[src/rtl/dmac_pkg.sv]
package dmac_pkg;
  parameter int HALF_W = 16;
  parameter int DATA_W = 2 * HALF_W;

  // signed overflow of a + b: equal input signs, result sign differs from a
  function automatic logic add_ovf(input logic [DATA_W-1:0] a,
                                   input logic [DATA_W-1:0] b);
    logic [DATA_W-1:0] s;
    s = a + b;
    return (a[DATA_W-1] == b[DATA_W-1]) && (s[DATA_W-1] != a[DATA_W-1]);
  endfunction

  // sign-extended halfword product, kept at full data width
  function automatic logic [DATA_W-1:0] half_mul(input logic [HALF_W-1:0] x,
                                                 input logic [HALF_W-1:0] y);
    logic signed [DATA_W-1:0] xe;
    logic signed [DATA_W-1:0] ye;
    xe = {{HALF_W{x[HALF_W-1]}}, x};
    ye = {{HALF_W{y[HALF_W-1]}}, y};
    return xe * ye;
  endfunction
endpackage

[src/rtl/dmac_swap.sv]
module dmac_swap
  import dmac_pkg::*;
(
  input  logic [DATA_W-1:0] m_in,
  input  logic              swap,
  output logic [DATA_W-1:0] m_out
);
  logic [DATA_W-1:0] rotated;
  assign rotated = {m_in[HALF_W-1:0], m_in[DATA_W-1:HALF_W]};
  assign m_out   = swap ? rotated : m_in;

  always_comb begin
    AST_SWAP_HALVES: assert (!swap || (m_out[HALF_W-1:0] == m_in[DATA_W-1:HALF_W]));
  end
endmodule

[src/rtl/dmac_mul.sv]
module dmac_mul
  import dmac_pkg::*;
#(
  parameter int LANES = 2
) (
  input  logic [DATA_W-1:0] n_in,
  input  logic [DATA_W-1:0] m_in,
  output logic [DATA_W-1:0] prod [LANES]
);
  localparam int PACK_W = LANES * HALF_W;
  logic [PACK_W-1:0] n_pk;
  logic [PACK_W-1:0] m_pk;
  assign n_pk = n_in[PACK_W-1:0];
  assign m_pk = m_in[PACK_W-1:0];

  for (genvar g = 0; g < LANES; g++) begin : g_lane
    assign prod[g] = half_mul(n_pk[g*HALF_W +: HALF_W], m_pk[g*HALF_W +: HALF_W]);
  end
endmodule

[src/rtl/dmac_comb.sv]
module dmac_comb
  import dmac_pkg::*;
(
  input  logic [DATA_W-1:0] p1,
  input  logic [DATA_W-1:0] p2,
  input  logic [DATA_W-1:0] acc,
  input  logic              sub_sel,
  input  logic              acc_en,
  output logic [DATA_W-1:0] total,
  output logic              ovf_pair,
  output logic              ovf_acc
);
  logic [DATA_W-1:0] mid;
  logic [DATA_W-1:0] addend;

  assign mid      = sub_sel ? (p1 - p2) : (p1 + p2);
  assign addend   = acc_en ? acc : '0;
  assign total    = mid + addend;
  assign ovf_pair = !sub_sel && add_ovf(p1, p2);
  assign ovf_acc  = acc_en && add_ovf(mid, acc);

  always_comb begin
    AST_NO_ACC_NO_ACC_FLAG: assert (acc_en || !ovf_acc);
    AST_PLAIN_PASS: assert (acc_en || (total == mid));
  end
endmodule

[src/rtl/dual_mac.sv]
module dual_mac
  import dmac_pkg::*;
(
  input  logic              clk,
  input  logic              rst_n,
  input  logic              in_valid,
  input  logic [DATA_W-1:0] op_n,
  input  logic [DATA_W-1:0] op_m,
  input  logic [DATA_W-1:0] acc_in,
  input  logic              swap_m,
  input  logic              sub_sel,
  input  logic              acc_en,
  input  logic              q_clr,
  output logic [DATA_W-1:0] res_out,
  output logic              res_valid,
  output logic              q_flag
);
  localparam int LANES = DATA_W / HALF_W;

  logic [DATA_W-1:0] m_eff;
  logic [DATA_W-1:0] prod [LANES];
  logic [DATA_W-1:0] total;
  logic              ovf_pair;
  logic              ovf_acc;
  logic              ovf_event;

  dmac_swap u_swap (
    .m_in  (op_m),
    .swap  (swap_m),
    .m_out (m_eff)
  );

  dmac_mul #(.LANES(LANES)) u_mul (
    .n_in (op_n),
    .m_in (m_eff),
    .prod (prod)
  );

  dmac_comb u_comb (
    .p1       (prod[0]),
    .p2       (prod[1]),
    .acc      (acc_in),
    .sub_sel  (sub_sel),
    .acc_en   (acc_en),
    .total    (total),
    .ovf_pair (ovf_pair),
    .ovf_acc  (ovf_acc)
  );

  assign ovf_event = in_valid && (ovf_pair || ovf_acc);

  always_ff @(posedge clk or negedge rst_n) begin
    if (!rst_n) begin
      res_out   <= '0;
      res_valid <= 1'b0;
      q_flag    <= 1'b0;
    end else begin
      res_valid <= in_valid;
      if (in_valid) res_out <= total;
      q_flag <= (q_flag && !q_clr) || ovf_event;
    end
  end

  AST_VALID_LATENCY: assert property (@(posedge clk) disable iff (!rst_n) in_valid |=> res_valid);
  AST_RES_HOLD: assert property (@(posedge clk) disable iff (!rst_n) !in_valid |=> $stable(res_out));
  AST_Q_STICKY: assert property (@(posedge clk) disable iff (!rst_n) (q_flag && !q_clr) |=> q_flag);
  AST_Q_SET: assert property (@(posedge clk) disable iff (!rst_n) ovf_event |=> q_flag);
  AST_Q_CAUSE: assert property (@(posedge clk) disable iff (!rst_n) $rose(q_flag) |-> $past(in_valid));
endmodule

[config.mk]
export PLATFORM = sky130hd
export DESIGN_NAME = dual_mac
export DESIGN_NICKNAME = d
export VERILOG_FILES = /design/src/rtl/dmac_pkg.sv /design/src/rtl/dmac_swap.sv /design/src/rtl/dmac_mul.sv /design/src/rtl/dmac_comb.sv /design/src/rtl/dual_mac.sv
export SDC_FILE = /design/constraint.sdc
export NUM_CORES = 2
export LEC_CHECK = 0
export CAP_MARGIN = 20
export CORE_MARGIN = 2
export CORE_UTILIZATION = 57
export CTS_BUF_LIST = sky130_fd_sc_hd__clkbuf_4 sky130_fd_sc_hd__clkbuf_8 sky130_fd_sc_hd__clkbuf_16
export DETAILED_ROUTE_END_ITERATION = 16
export DONT_BUFFER_PORTS = 1
export GPL_ROUTABILITY_DRIVEN = 0
export PLACE_DENSITY = 0.81
export SYNTH_ARGS = -nofsm -noshare
export SYNTH_HDL_FRONTEND = slang
export SYNTH_SLANG_ARGS = --single-unit
[constraint.sdc]
create_clock -name clk -period 1.72 [get_ports clk]
set_clock_uncertainty 0.15 [all_clocks]
set_input_delay 0.344 -clock clk [delete_from_list [all_inputs] [get_ports clk]]
set_output_delay 0.344 -clock clk [all_outputs]
set_load 0.05 [all_outputs]
Yosys cells after proc, flatten, opt, wreduce, memory -nomap -nowiden

Cells that the tools add are included.

Bits in registers: 34
Bits of input ports: 103
Logic and storage cells: 26

$add $sub $neg: 4
Multiply operators: 2
Equal/unequal tests: 4
Multiplexer cells: 3
Reduce and logical (&&, ||, !) cells: 10

Operators with widths:

| kind                                           | count |
|---|---|
| 32-bit adder                                   | 3 |
| 32-bit 2-to-1 mux                              | 3 |
| 16-bit by 16-bit multiplier with 32-bit output | 2 |
| 32-bit subtractor                              | 1 |
| 1-bit logical AND                              | 6 |
| 1-bit == test                                  | 2 |
| 1-bit logical NOT                              | 2 |
| 1-bit logical OR                               | 2 |
| 1-bit != test                                  | 2 |

Longest topological paths before layout

Depth in word-level cells: 11
Mapped depth: 50
Gate-level depth less buffers: 46

By module

A second synthesis with hierarchy kept.

Cell total of the unflattened synthesis: 3134
Area, all modules: 27595.2 um^2

By module, submodules not included:

| module    | times used | cells each | area an instance (um^2) | seq. area each (um^2) |
|---|---|---|---|---|
| dmac_mul  | 1          | 2191       | 19796.5                 | 0.0 |
| dmac_comb | 1          | 834        | 5849.4                  | 0.0 |
| dual_mac  | 1          | 73         | 1405.1                  | 850.8 |
| dmac_swap | 1          | 36         | 544.3                   | 0.0 |

Worst setup path after synthesis

No wires, ideal clock.

Path kind: input to register
From: input port swap_m
To: register res_out[31]
Library setup time: 0.125 ns
Data arrival time: 10.422 ns
Path slack: -8.977 ns
Stages: 48
Buffers on the path: 4
Path through: clkbuf_1 > buf_1 > mux2i_1 > clkbuf_1 > nor2b_1 > fa_1 > inv_1 > fa_1 > fa_1 > fa_1 > inv_1 > fa_1 > inv_1 > fa_1 > inv_1 > ha_1 > a21o_1 > a21oi_1 > [... 12 more ...] > a21oi_1 > nor2_1 > nor2_1 > nand2_1 > a31o_2 > a221oi_1 > nand2_1 > o21ai_0 > xnor2_1 > ha_1 > and3_1 > o2111ai_1 > a41o_1 > a21oi_1 > a21o_1 > a21oi_1 > xnor3_1 > mux2_4

Cells in the longest elaborated chain, start to end: 5
Elaborated cells on any way between the ends: 7
Classes of those cells: add/sub (3); mul (2); mux (2)

Ends and longest elaborated chain:

| what                                                     | line            | RTL |
|---|---|---|
| from (decl)                                              | dual_mac.sv:10  | `input logic swap_m,` |
| 32-bit 2-to-1 mux (*)                                    | dmac_swap.sv:10 | `assign m_out = swap ? rotated : m_in;` |
| 16-bit by 16-bit multiplier with 32-bit output           | dmac_pkg.sv:20  | `return xe * ye;` |
| 32-bit adder / 32-bit subtractor (equally long branches) | dmac_comb.sv:16 | `assign mid = sub_sel ? (p1 - p2) : (p1 + p2);` |
| 32-bit 2-to-1 mux (*)                                    | dmac_comb.sv:16 |  |
| 32-bit adder (*)                                         | dmac_comb.sv:18 | `assign total = mid + addend;` |
| to (signal assigned)                                     | dual_mac.sv:59  | `if (in_valid) res_out <= total;` |
| to (decl)                                                | dual_mac.sv:14  | `output logic [DATA_W-1:0] res_out,` |

Mark *: on every way between the ends. The rest lies on a longest branch, timed or not.
A chain may end at the register's enable or synchronous reset.

Final worst setup path

Ends and elaborated chain as after synthesis.

==> summary.md <==
| Metric | Value |
|---|---|
| Status | `finished with violations` |
| Failing checks | `setup timing` |
| Die W | `220.3 µm` |
| Vias per cell | `6.730` |
| Inst Count DP | `4,109` |
| Post-synth cell types | `74` |
| End point of the critical path | `res_out[31]` |
| Hold Violations, Final | `0` |
| First-pass GRT wire length | `139,000 µm` |
| Unrepaired setup endpoints after global routing | `yes` |
| Final worst slack | `-9.647 ns` |
| Uppermost layer routed | `met5` |
| Final HPWL DP | `61,550 µm` |
| Synth warnings | `0` |
| CP Capture Type | `flop` |
| Fin. max-slew vios | `0` |
| Pre-CTS setup slack | `-7.938 ns` |
| Worst Hold Class | `primary input to flop` |
| Post-synth EDFFs | `0` |
| Worst skew pair latency | `0.29 ns` |
| Sequential fraction of the synthesis area | `3.189%` |
| Synth area leader | `fa_1` |
| R2r startpoint | `res_out[28]` |
| Critical path launch point type | `primary input` |
| Synth Instances | `3,056` |
| Top_reg_cell synth | `dfrtp_1` |
| Final Setup Violations | `33` |
| Worst path max stage delay | `0.83 ns` |
| WP depth | `42` |
| Tcrit/Tclk final | `660.9%` |
| DR pass1 iterations | `13` |
| Net Count, Synth | `3,973` |
| Final non-filler cell total | `4,245` |
| Crit Path Max Fanout | `33` |
| H-tree levels | `2` |
| Syn Area/Cell | `8.730 µm²` |
| Mapped Area | `26,680 µm²` |
| DIE AREA | `48,550 µm²` |
| Fraction of registers with async set/reset | `100.0%` |
| Core area | `46,360 µm²` |
| CTS Buf Count | `5` |
| Most frequent cells in the layout | `645 x inv_1, 585 x buf_4, 515 x fa_1` |
| Longest Clk Path Bufs | `2` |
| Fmax | `0.08797 GHz` |
| Share of the synthesized area in the top cell type | `39.55%` |
| Largest net degree at the start of global routing | `64` |
| CP required | `1.75 ns` |
| Buf/Inv on CP | `9` |
| Min Clock Period, post-route | `11.37 ns` |
| Max cap viols | `0` |
| Slowest cell on crit path | `fa_1` |
| Arrival time of the worst setup path | `11.39 ns` |
| Initial DRC Count | `4,199` |
| Port Buffers | `0` |
| Final net count | `4,546` |
| Vias in the first global route | `28.35k` |
| Rel. slew slack | `40.13%` |
| Clock Tree Root | `clkbuf_16` |
| Clk sink count | `34` |
| Die height | `220.3 µm` |
| Via Count | `28.57k` |
| M1 WL | `34,560 µm` |
| Worst r2r dst | `res_out[28]` |
| Setup crit start | `swap_m` |
| Worst-path clk slew | `0.06 ns` |
| Starting Density | `57.55%` |
| Worst Setup Path Type | `primary input to flop` |
| Synthesized flop and latch total | `34` |
| I/O pin count | `137` |
| Initial antenna violation count | `9` |
| Met3 wire len | `19,350 µm` |
| CTS tree | `yes` |
| Crit path max-delay family | `adder cells` |
| DRC Markers | `0` |
| WL met2 | `49,410 µm` |
| Dominant cells by area after synthesis | `fa_1 40%, ha_1 13%, inv_1 9.5%` |
| Path depth of the worst reg2reg path | `2` |
| Grt total ovfl | `0` |
| Post-Route WL | `118,200 µm` |
| Share of layout cells above drive strength 1 | `31.98%` |
| Cell repeated most along the worst path | `fa_1` |
| Row cnt | `79` |
| DRT antenna net count | `0` |
| Wire per inst | `27.84 µm` |
| GRT Total Usage | `36.20%` |
| Most common cell after layout, fill and taps aside | `inv_1` |
| Area grow syn2layout | `33.30%` |
| Slew @ Worst Pin | `0.8980 ns` |
| R2r setup slk | `0.30 ns` |
## synth_stat cells (9+ instances only)
library cell and instances:
nor2b_1 128, a31oi_1 12, mux2i_1 17, or3_1 13, clkbuf_1 87, a21oi_1 131
a21o_1 50, and2_1 163, xor2_1 30, fa_1 527, nor3_1 23, nand4_1 11
o21ai_0 65, ha_1 287, nor2_1 105, mux2_2 46, nand3_1 17, nand2_1 290
nand2b_1 38, inv_1 677, dfrtp_1 34, xnor2_1 91, a211oi_1 14, or2_2 20
o21bai_1 25, o21a_1 22, and3_1 9, o31ai_1 13, o211ai_1 12
## routing by layer
metal | GRT usage, % | vias to the layer above
li1 | - | 10590
met1 | 40.04 | 13450
met2 | 62.86 | 3054
met3 | 7.299 | 1463
met4 | 24.68 | 16
met5 | 0 | -
## layout make-up
class	instances	area, µm²
multi-input cells	2253	25900
fillers	2300	10800
repair buffers	658	5324
inverters	677	2551
flip-flops and latches	34	850.8
well taps	607	759.5
clock buffers	7	146.4
diodes	8	20.02
clock inverters	1	5.005
## worst reg2reg max path, delay by kind of cell (launching register included)
| kind | cells | cell delay, ns |
|---|---|---|
| AOI/OAI and AO/OA | 2 | 0.54 |
| DFF | 1 | 0.59 |
## how the worst min path moves through the flow
stage | startpoint | end | slack (ns) | cells after the start
6_report | in_valid | res_out[2] | 0.02 | 1
5_1_grt | in_valid | res_out[2] | 0.01 | 1
4_1_cts | in_valid | res_out[26] | 0.008 | 1
3_5_place_dp | rst_n | res_out[6] | -0.10 | 0
3_3_place_gp | rst_n | res_out[6] | -0.10 | 0
2_1_floorplan | rst_n | q_flag | -0.10 | 0
## flip-flops by register name, summed over array words and instances, names as in the netlist
register,cells
res_out,32
q_flag,1
res_valid,1
## cells by family (layout without fill, tap and decap cells)
logic type	after synthesis	in the layout	synth area share [%]
buffers and inverters	770	1343	10.83
AND/OR/NAND/NOR	832	832	15.74
flip-flops	34	34	3.189
adder cells (fa/ha/maj)	814	814	53.01
other	0	8	0
XOR/XNOR	123	123	4.141
multiplexers	65	66	2.678
AO/OA/AOI/OAI	418	418	10.41
## timing repair
| action | in CTS | in global routing |
|---|---|---|
| pin swaps | 119 | 205 |
| resized for setup | 182 | 292 |
| endpoints found under the hold margin | 36 | 0 |
| setup buffers | 52 | 73 |
| setup endpoints to repair | 33 | 33 |
| hold buffers | 3 | 0 |
| cloned | 1 | 0 |
## through the flow
stage                     hold WS [ns]  util [%]  TNS, ns  cell area [µm²]
after floorplan                -0.1016         -  -177.98            27720
after global placement         -0.1007     69.06  -189.58            32020
after detailed placement       -0.1008     69.06  -196.50            32020
after CTS                     0.008210     72.44  -180.32            33580
after global routing           0.01174     76.68  -230.32            35550
final                          0.02444     76.71  -228.29            35560
Power is not shown: default switching activity piles up to over one toggle a cycle in this logic, so the estimate is an artifact.
